<file path="src/rtl/flash_seq_pkg.sv">
package flash_seq_pkg;

  typedef enum logic [3:0] {
    ST_IDLE, ST_WEN, ST_GAP, ST_SR_OP, ST_SR_DUM, ST_SR_WAIT,
    ST_PP_OP, ST_PP_ADDR, ST_PP_DATA, ST_DONE
  } seq_state_e;

  localparam logic [1:0] ERR_NONE = 2'd0;
  localparam logic [1:0] ERR_WEL  = 2'd1;
  localparam logic [1:0] ERR_RDY  = 2'd2;

  localparam logic [7:0] OP_WREN = 8'h06;
  localparam logic [7:0] OP_RDSR = 8'h05;
  localparam logic [7:0] OP_PROG = 8'h02;

  localparam logic [7:0] SR_BUSY_MASK  = 8'h01;
  localparam logic [7:0] SR_LATCH_MASK = 8'h02;

endpackage

</file>
<file path="src/rtl/flash_chunk_calc.sv">
module flash_chunk_calc #(
  parameter int ADDR_W = 24,
  parameter int LEN_W  = 16,
  parameter int SH_W   = 4
) (
  input  logic [ADDR_W-1:0] addr,
  input  logic [LEN_W-1:0]  rem,
  input  logic [SH_W-1:0]   page_shift,
  output logic [LEN_W-1:0]  chunk
);
  localparam int CW = ((ADDR_W > LEN_W) ? ADDR_W : LEN_W) + 1;

  logic [CW-1:0] page, offs, room;

  always_comb begin
    page  = CW'(1) << page_shift;
    offs  = CW'(addr) & (page - CW'(1));
    room  = page - offs;
    chunk = (CW'(rem) < room) ? rem : room[LEN_W-1:0];
  end
endmodule

</file>
<file path="src/rtl/flash_poll_ctrl.sv">
module flash_poll_ctrl #(
  parameter int GAP_W     = 16,
  parameter int MAX_POLLS = 10000
) (
  input  logic             clk,
  input  logic             rst_n,
  input  logic             start,
  input  logic             again,
  input  logic [GAP_W-1:0] gap_val,
  output logic             gap_zero,
  output logic             last_try
);
  localparam int CNT_W = $clog2(MAX_POLLS + 1);

  logic [GAP_W-1:0] gap_q;
  logic [CNT_W-1:0] cnt_q;

  always_ff @(posedge clk or negedge rst_n) begin
    if (!rst_n) begin
      gap_q <= '0;
      cnt_q <= '0;
    end else begin
      if (start || again)   gap_q <= gap_val;
      else if (gap_q != '0) gap_q <= gap_q - 1'b1;
      if (start)            cnt_q <= '0;
      else if (again)       cnt_q <= cnt_q + 1'b1;
    end
  end

  assign gap_zero = (gap_q == '0);
  assign last_try = (cnt_q == CNT_W'(MAX_POLLS - 1));

  AST_RETRY_BOUND: assert property (@(posedge clk) disable iff (!rst_n)
    cnt_q < CNT_W'(MAX_POLLS));
endmodule

</file>
<file path="src/rtl/flash_prog_seq.sv">
module flash_prog_seq
  import flash_seq_pkg::*;
#(
  parameter int ADDR_BYTES = 3,
  parameter int LEN_W      = 16,
  parameter int SH_W       = 4,
  parameter int GAP_W      = 16,
  parameter int MAX_POLLS  = 10000
) (
  input  logic                    clk,
  input  logic                    rst_n,
  input  logic [SH_W-1:0]         page_shift,
  input  logic [GAP_W-1:0]        poll_gap,
  input  logic                    req_valid,
  output logic                    req_ready,
  input  logic [8*ADDR_BYTES-1:0] req_addr,
  input  logic [LEN_W-1:0]        req_len,
  input  logic                    wr_valid,
  output logic                    wr_ready,
  input  logic [7:0]              wr_data,
  output logic                    done,
  output logic [1:0]              err,
  output logic                    fl_valid,
  input  logic                    fl_ready,
  output logic [7:0]              fl_byte,
  output logic                    fl_last,
  output logic                    fl_capture,
  input  logic                    fl_rvalid,
  input  logic [7:0]              fl_rdata
);
  localparam int ADDR_W = 8 * ADDR_BYTES;
  localparam int IDX_W  = (ADDR_BYTES > 1) ? $clog2(ADDR_BYTES) : 1;

  seq_state_e        st;
  logic [ADDR_W-1:0] addr_q;
  logic [LEN_W-1:0]  rem_q, chunk_q, left_q, chunk;
  logic [IDX_W-1:0]  aidx;
  logic              after_pp;
  logic [1:0]        err_q;
  logic              fire, sr_busy, sr_latch, poll_start, poll_again;
  logic              gap_zero, last_try;
  logic [7:0]        addr_bytes [ADDR_BYTES];

  for (genvar g = 0; g < ADDR_BYTES; g++) begin : g_abyte
    assign addr_bytes[g] = addr_q[8*(ADDR_BYTES-1-g) +: 8];
  end

  flash_chunk_calc #(.ADDR_W(ADDR_W), .LEN_W(LEN_W), .SH_W(SH_W)) u_chunk (
    .addr(addr_q), .rem(rem_q), .page_shift(page_shift), .chunk(chunk)
  );

  flash_poll_ctrl #(.GAP_W(GAP_W), .MAX_POLLS(MAX_POLLS)) u_poll (
    .clk(clk), .rst_n(rst_n), .start(poll_start), .again(poll_again),
    .gap_val(poll_gap), .gap_zero(gap_zero), .last_try(last_try)
  );

  assign fire       = fl_valid && fl_ready;
  assign sr_busy    = |(fl_rdata & SR_BUSY_MASK);
  assign sr_latch   = |(fl_rdata & SR_LATCH_MASK);
  assign poll_start = fire && ((st == ST_WEN) || (st == ST_PP_DATA && left_q == LEN_W'(1)));
  assign poll_again = (st == ST_SR_WAIT) && fl_rvalid && sr_busy && !last_try;
  assign req_ready  = (st == ST_IDLE);
  assign done       = (st == ST_DONE);
  assign err        = err_q;

  always_comb begin
    fl_valid   = 1'b0;
    fl_byte    = 8'h00;
    fl_last    = 1'b0;
    fl_capture = 1'b0;
    wr_ready   = 1'b0;
    case (st)
      ST_WEN:     begin fl_valid = 1'b1; fl_byte = OP_WREN; fl_last = 1'b1; end
      ST_SR_OP:   begin fl_valid = 1'b1; fl_byte = OP_RDSR; end
      ST_SR_DUM:  begin fl_valid = 1'b1; fl_last = 1'b1; fl_capture = 1'b1; end
      ST_PP_OP:   begin fl_valid = 1'b1; fl_byte = OP_PROG; end
      ST_PP_ADDR: begin fl_valid = 1'b1; fl_byte = addr_bytes[aidx]; end
      ST_PP_DATA: begin
        fl_valid = wr_valid;
        fl_byte  = wr_data;
        fl_last  = (left_q == LEN_W'(1));
        wr_ready = fl_ready;
      end
      default: ;
    endcase
  end

  always_ff @(posedge clk or negedge rst_n) begin
    if (!rst_n) begin
      st       <= ST_IDLE;
      addr_q   <= '0;
      rem_q    <= '0;
      chunk_q  <= '0;
      left_q   <= '0;
      aidx     <= '0;
      after_pp <= 1'b0;
      err_q    <= ERR_NONE;
    end else begin
      case (st)
        ST_IDLE: if (req_valid) begin
          addr_q <= req_addr;
          rem_q  <= req_len;
          err_q  <= ERR_NONE;
          st     <= (req_len == '0) ? ST_DONE : ST_WEN;
        end
        ST_WEN: if (fire) begin
          after_pp <= 1'b0;
          st       <= ST_GAP;
        end
        ST_GAP:    if (gap_zero) st <= ST_SR_OP;
        ST_SR_OP:  if (fire) st <= ST_SR_DUM;
        ST_SR_DUM: if (fire) st <= ST_SR_WAIT;
        ST_SR_WAIT: if (fl_rvalid) begin
          if (sr_busy) begin
            if (last_try) begin
              err_q <= after_pp ? ERR_RDY : ERR_WEL;
              st    <= ST_DONE;
            end else begin
              st <= ST_GAP;
            end
          end else if (!after_pp) begin
            if (sr_latch) st <= ST_PP_OP;
            else begin
              err_q <= ERR_WEL;
              st    <= ST_DONE;
            end
          end else begin
            addr_q <= addr_q + ADDR_W'(chunk_q);
            rem_q  <= rem_q - chunk_q;
            st     <= (rem_q == chunk_q) ? ST_DONE : ST_WEN;
          end
        end
        ST_PP_OP: if (fire) begin
          chunk_q <= chunk;
          left_q  <= chunk;
          aidx    <= '0;
          st      <= ST_PP_ADDR;
        end
        ST_PP_ADDR: if (fire) begin
          if (aidx == IDX_W'(ADDR_BYTES - 1)) st <= ST_PP_DATA;
          else aidx <= aidx + 1'b1;
        end
        ST_PP_DATA: if (fire) begin
          left_q <= left_q - 1'b1;
          if (left_q == LEN_W'(1)) begin
            after_pp <= 1'b1;
            st       <= ST_GAP;
          end
        end
        ST_DONE: st <= ST_IDLE;
        default: st <= ST_IDLE;
      endcase
    end
  end

  AST_DONE_PULSE: assert property (@(posedge clk) disable iff (!rst_n)
    done |=> !done);
  AST_READY_AFTER_DONE: assert property (@(posedge clk) disable iff (!rst_n)
    done |=> req_ready);
  AST_HOLD_FRAME: assert property (@(posedge clk) disable iff (!rst_n)
    (fl_valid && !fl_ready) |=> (fl_valid && $stable(fl_byte) && $stable(fl_last)));
  AST_CHUNK_FITS: assert property (@(posedge clk) disable iff (!rst_n)
    (st == ST_PP_OP && fire) |-> (chunk != '0 && chunk <= rem_q));
  AST_PROG_NEEDS_LATCH: assert property (@(posedge clk) disable iff (!rst_n)
    $rose(st == ST_PP_OP) |-> $past(fl_rvalid && sr_latch && !sr_busy));
endmodule

</file>
<file path="config.mk">
export PLATFORM = sky130hd
export DESIGN_NAME = flash_prog_seq
export DESIGN_NICKNAME = d
export VERILOG_FILES = /design/src/rtl/flash_seq_pkg.sv /design/src/rtl/flash_chunk_calc.sv /design/src/rtl/flash_poll_ctrl.sv /design/src/rtl/flash_prog_seq.sv
export SDC_FILE = /design/constraint.sdc
export NUM_CORES = 1
export LEC_CHECK = 0
export BUFFER_PORTS_ARGS = -buffer_cell sky130_fd_sc_hd__buf_2
export CAP_MARGIN = 15
export CORE_ASPECT_RATIO = 1.4
export CORE_MARGIN = 1
export CORE_UTILIZATION = 35
export DETAILED_ROUTE_END_ITERATION = 10
export SYNTH_ARGS = -nofsm -noshare
export SYNTH_HDL_FRONTEND = slang
export SYNTH_SLANG_ARGS = --single-unit
</file>
<file path="constraint.sdc">
create_clock -name clk -period 3.6 [get_ports clk]
set_input_delay 0.72 -clock clk [delete_from_list [all_inputs] [get_ports clk]]
set_output_delay 0.72 -clock clk [all_outputs]
set_load 0.005 [all_outputs]
</file>
---- After elaboration in Yosys (flattened, before gate mapping) ----
Index checks and enable logic that the tools add are counted.
word-level totals
  bits of input ports ..................... 82
  logic and storage cells ................. 141
  flip-flop bits (word level) ............. 111
  output and inout bits ................... 16
cells by class
  bitwise operators ....................... 2
  mux-type cells .......................... 60
  order comparisons ....................... 2
  reduce and logical (&&, ||, !) cells .... 28
  shift-type cells ........................ 1
  $add $sub $neg .......................... 8
  eq/ne operators ......................... 30
operator list
  operator               number
  $mux 16                9
  $mux 24                4
  $mux 4                 17
  $pmux 16 s2            2
  $pmux 24 s2            1
  $pmux 8 s5             1
  $pmux 4 s9             1
  $logic_not 16->1       2
  $sub 16x1->16 const B  2
  $mux 14                2
  $ne 2x2->1 const B     13
  $and 24x25->25         1
  $lt 16x25->1           1
  $shl 1x4->25 const A   1
  $sub 25x1->25 const B  1
  $sub 25x25->25         1
  $add 24x16->24         1
  $mux 2                 10
  $bmux 8 s2             1
  $eq 16x1->1 const B    1
  $eq 16x16->1           1
  $eq 4x3->1 const B     4
  $mux 8                 2
  $reduce_bool 16->1     1
  28 further kinds       51

---- Longest topological paths before layout ----
  word-level depth ........................ 8
  gate-level depth with buffers ........... 29
  gate-level depth less buffers ........... 23

---- Hierarchy ----
A second synthesis with hierarchy kept.
second synthesis, totals
  cell total of the unflattened synthesis .. 1197
  area total of the unflattened synthesis .. 9439.1 um2
by module, submodules not included
  module            sequential area each (um2)  instances  cells an instance  area an instance (um2)
  flash_prog_seq    2026.9                      1          756                5978.2
  flash_chunk_calc  0.0                         1          251                1741.7
  flash_poll_ctrl   750.7                       1          190                1719.1

---- Worst setup path before layout ----
No wires, ideal clock.
  path type ............................... input -> register
  start ................................... in page_shift[2]
  end ..................................... reg chunk_q[14]
  path slack .............................. -2.198 ns
  data required time ...................... 3.523 ns
  buffers on the path ..................... 6
  stages on the path ...................... 28
  data arrival time ....................... 5.720 ns
  library setup time ...................... 0.077 ns
  cells stage by stage .................... buf_6 -> clkbuf_1 -> nor4_1 -> inv_1 -> ha_1 -> clkbuf_1 -> buf_1 -> o31a_1 -> o21ai_0 -> nand2_1 -> ha_1 -> o211a_1 -> a221o_1 -> o311ai_4 -> nand2_1 -> xor2_1 -> ha_1 -> o21ai_0 -> nand2b_1 -> a21oi_1 -> nor2b_1 -> o2111ai_1 -> o21ai_0 -> and4_4 -> buf_6 -> buf_6 -> mux2_4 -> a21oi_1
between the ends
  word-level cells in the longest chain between the ends .. 6
RTL lines
  what                  line                    source
  start, declared       flash_prog_seq.sv:12    input logic [SH_W-1:0] page_shift,
  $shl 1x4->25 (*)      flash_chunk_calc.sv:16  page = CW'(1) << page_shift;
  $sub 25x1->25         flash_chunk_calc.sv:17  offs = CW'(addr) & (page - CW'(1));
  $and 24x25->25        flash_chunk_calc.sv:17
  $sub 25x25->25 (*)    flash_chunk_calc.sv:18  room = page - offs;
  $lt 16x25->1          flash_chunk_calc.sv:19  chunk = (CW'(rem) < room) ? rem : room[LEN_W-1:0];
  $mux 16 (*)           flash_chunk_calc.sv:19
  end signal, assigned  flash_prog_seq.sv:134   chunk_q <= chunk;
  end, declared         flash_prog_seq.sv:36    logic [LEN_W-1:0] rem_q, chunk_q, left_q, chunk;
Every way passes the cells marked *; elsewhere a longest branch is shown, timed or not.
A chain may end at the register's enable or synchronous reset.

---- Worst setup path after layout ----
  start ................................... in page_shift[1]
  end ..................................... reg chunk_q[9]
Same word-level chain as after synthesis.

==> results.toml <==
[clock_tree]
clk_latency_ns = 0.36
clk_pin_slew_ns = 0.08
cts_root_buf = "clkbuf_16"
cts_hold_repair.buffers = 0
cts.sink_count = 111
cts_buffers = 9
htree_levels = 3
clockBufferDepth = 2
cts_tree = "done"

[worst_setup_path]
critical_path_class = "primary input to register"
crit_path_start_kind = "primary input"
worstPathMaxFanout = 8
required_ns = 3.89
arrival_ns = 5.01
worst_setup_path_end_kind = "register"

[run_status]
violations = "negative setup slack"
status = "finished with violations"

[final_layout]
drive_above_1_share_pct = 21.6
antenna_cells = 0
area_growth_pct = 22.7
utilization_pct = 43.8
layout.nets = 1451

[yosys]
yosysUniqueCellTypes = 80
synthDominantCellAreaShare_pct = 30.6
synth_ff_type = "dfrtp_1"
netlist_top_cells_area = "dfrtp_1 (31%), ha_1 (7.7%), nand2_1 (5.9%), a21oi_1 (4.7%), nor2_1 (4.1%)"
yosysTopAreaCell = "dfrtp_1"
synth-seq-area-share_pct = 30.6
avgSynthCellArea_sq_um = 7.92
synth_edf_count = 0
ys_ff_latch = 111
syn_inst = 1144
synth.net_count = 1284
synthArstFlopShare_pct = 100
mappedNetlistArea_sq_um = 9060
ys_warn_count = 0

[sta]
fmax_mhz = 212
final_max_slew_viol_count = 0
finalCriticalPeriod_ns = 4.71
final_hold_viol_count = 0
rsz0062_at_grt = "true"
worst_slack_ns = -1.11
skew_ns = 0.0179
slew_headroom_pct = 38.6
setup_violations = 32
finalCritPeriodShare_pct = 131
tightest_slew_ns = 0.912

[place]
dp_hpwl_mm = 24.2
gp_congestion = 0.937
io_buffer_count = 91

[global_route]
grt_max_degree = 58
grt.overflow.total = 0
first_global_vias = 9188
antenna_found_initial = 0
grt_pass1_wl_mm = 49.2
grtUsageTotal_pct = 23.7

[power]
swShare_pct = 47.6
power.share.clock_pct = 10.7
switchingPower_w = 0.00446
peakVddDrop_mv = 0.382
p_leak_nw = 4.96
seqPwrFrac_pct = 26.6
comb_power_share_pct = 62.7
intPower_w = 0.00491
total_power_w = 0.00937
power_density_nw_per_um2 = 842

[route]
wl_per_cell_um = 19.0
drtIter0Drc = 456
antenna_left = 0
dr.pass1.iters = 5
wl_mm = 31.1
vias = 9166
routed_via_density = 5.61
drc_errors = 0

[floorplanning]
core_region_area_sq_um = 25400
initial_utilization_pct = 35.7
die_h_um = 192
die-width_um = 138
die_area_sq_um = 26600
ioPinCount = 98
rows = 69

[job]
maxCapViolCount = 0

[worst_hold_path]
hold_path_class = "primary input to async pin"
## stage by stage
step / hold slack [ns] / setup slack [ns] / cell area [sq um] / instances / TNS [ns]
4_1_cts: 0.459 / -1.08 / 11100 / 1631 / -33.46
5_1_grt: 0.494 / -1.31 / 11100 / 1635 / -40.49
3_3_place_gp: 0.514 / -1.42 / 10600 / 1605 / -43.98
6_report: 0.426 / -1.11 / 11100 / 1635 / -34.25
3_5_place_dp: 0.496 / -1.56 / 10600 / 1605 / -47.60
2_1_floorplan: 0.424 / -1.58 / 9160 / 1144 / -47.87
## final cells by class
class                      count  area (sq um)
clock inverter                 6          43.8
timing repair buffer         212          1420
multi-input combinational    922          6040
inverter                      55           206
fill                        2618         14300
tap                          319           399
sequential                   111          2780
clock buffer                  10           239
## power groups by stage
stage | Combinational, W | Clock (W) | Sequential (W)
finish | 0.00587 | 0.000998 | 0.00249
global route | 0.00652 | 0.00106 | 0.00257
CTS | 0.00580 | 0.00101 | 0.00249
detailed placement | 0.00559 | 0 | 0.00250
global placement | 0.00552 | 0 | 0.00251
floorplan | 0.00387 | 0 | 0.00219
## synthesized netlist by cell type (6+ instances only)
| library cell | number |
|---|---|
| a211oi_1 | 12 |
| a21o_1 | 12 |
| a21oi_1 | 85 |
| a22o_1 | 8 |
| a22oi_1 | 6 |
| a31oi_1 | 26 |
| and2_1 | 6 |
| and3_1 | 14 |
| clkbuf_1 | 49 |
| dfrtp_1 | 111 |
| ha_1 | 56 |
| inv_1 | 55 |
| mux2_1 | 10 |
| mux2i_1 | 16 |
| nand2_1 | 143 |
| nand2b_1 | 20 |
| nand3_1 | 20 |
| nand4_1 | 11 |
| nor2_1 | 100 |
| nor2b_1 | 24 |
| nor3_1 | 31 |
| nor4_1 | 20 |
| o211ai_1 | 7 |
| o21ai_0 | 66 |
| o21ai_1 | 41 |
| o31ai_1 | 19 |
| or2_2 | 6 |
| or3_1 | 12 |
| xnor2_1 | 38 |
| xor2_1 | 19 |
## what timing repair did
item,in CTS,in global routing
gates resized for setup,32,9
buffers inserted,9,4
pin swaps,10,8
setup endpoints to repair,32,32
cloned,1,0
endpoints found under the hold margin,0,0
## placed cells by master (no fill, tap or decap), types with 37 or more instances in the layout
cell,instances
a21oi_1,79
buf_2,88
buf_4,118
dfrtp_1,111
ha_1,54
inv_1,55
nand2_1,143
nor2_1,99
o21ai_0,61
o21ai_1,39
xnor2_1,37
## sequential cells by signal, indices dropped and copies added (netlist names)
| name | cells |
|---|---|
| addr_bytes | 24 |
| after_pp | 1 |
| aidx | 2 |
| chunk_q | 16 |
| err | 2 |
| left_q | 16 |
| rem_q | 16 |
| st | 4 |
| u_poll.cnt_q | 14 |
| u_poll.gap_q | 16 |
## critical path: stages
cell and delay (ns):
buf_2 0.14, nor4b_4 0.28, inv_1 0.08, ha_2 0.19, o31a_1 0.24, o21ai_1 0.13, nand2_1 0.11, ha_4 0.26
o211a_1 0.11, a221o_1 0.34, o311ai_4 0.26, nand2_1 0.11, xor2_1 0.18, ha_1 0.30, o21ai_1 0.06, nand2b_1 0.08
a21oi_2 0.05, nor2b_1 0.14, o2111ai_2 0.12, o21ai_2 0.21, and4_4 0.41, mux2_4 0.35, o21ai_2 0.13
## per-layer routing
metal	share of wire (%)	wire length (um)	GRT usage, %	vias up
met2	50	15500	43.0	259
li1	-	-	-	4463
met1	40	12500	26.7	4371
met4	5.5	1700	13.5	0
met3	4.3	1330	3.15	73
met5	0	0	0	-
## path summary, 6_finish.rpt
path | from | to | slack (ns) | depth (start not counted)
max | page_shift[1] | chunk_q[9] | -1.11 | 23
max in group asynchronous | rst_n | rem_q[0] | 2.35 | 2
max reg2reg | addr_bytes[5] | chunk_q[9] | -0.20 | 16
min in group clk | err[0] | err[0] | 0.52 | 1
min | rst_n | u_poll.gap_q[12] | 0.43 | 1
min reg2reg | err[0] | err[0] | 0.52 | 1
## logic make-up (layout without fill, tap and decap cells)
| logic type | count (synthesis) | in the layout | share of synthesized area [%] |
|---|---|---|---|
| fa+ha+maj | 58 | 58 | 8.17 |
| buf+inv | 112 | 283 | 4.93 |
| compound gates | 338 | 338 | 23.4 |
| simple gates | 436 | 437 | 23.5 |
| xor+xnor | 57 | 57 | 5.51 |
| flops | 111 | 111 | 30.6 |
| mux | 32 | 32 | 3.84 |
Note: power is estimated with default switching activity, not from simulation.
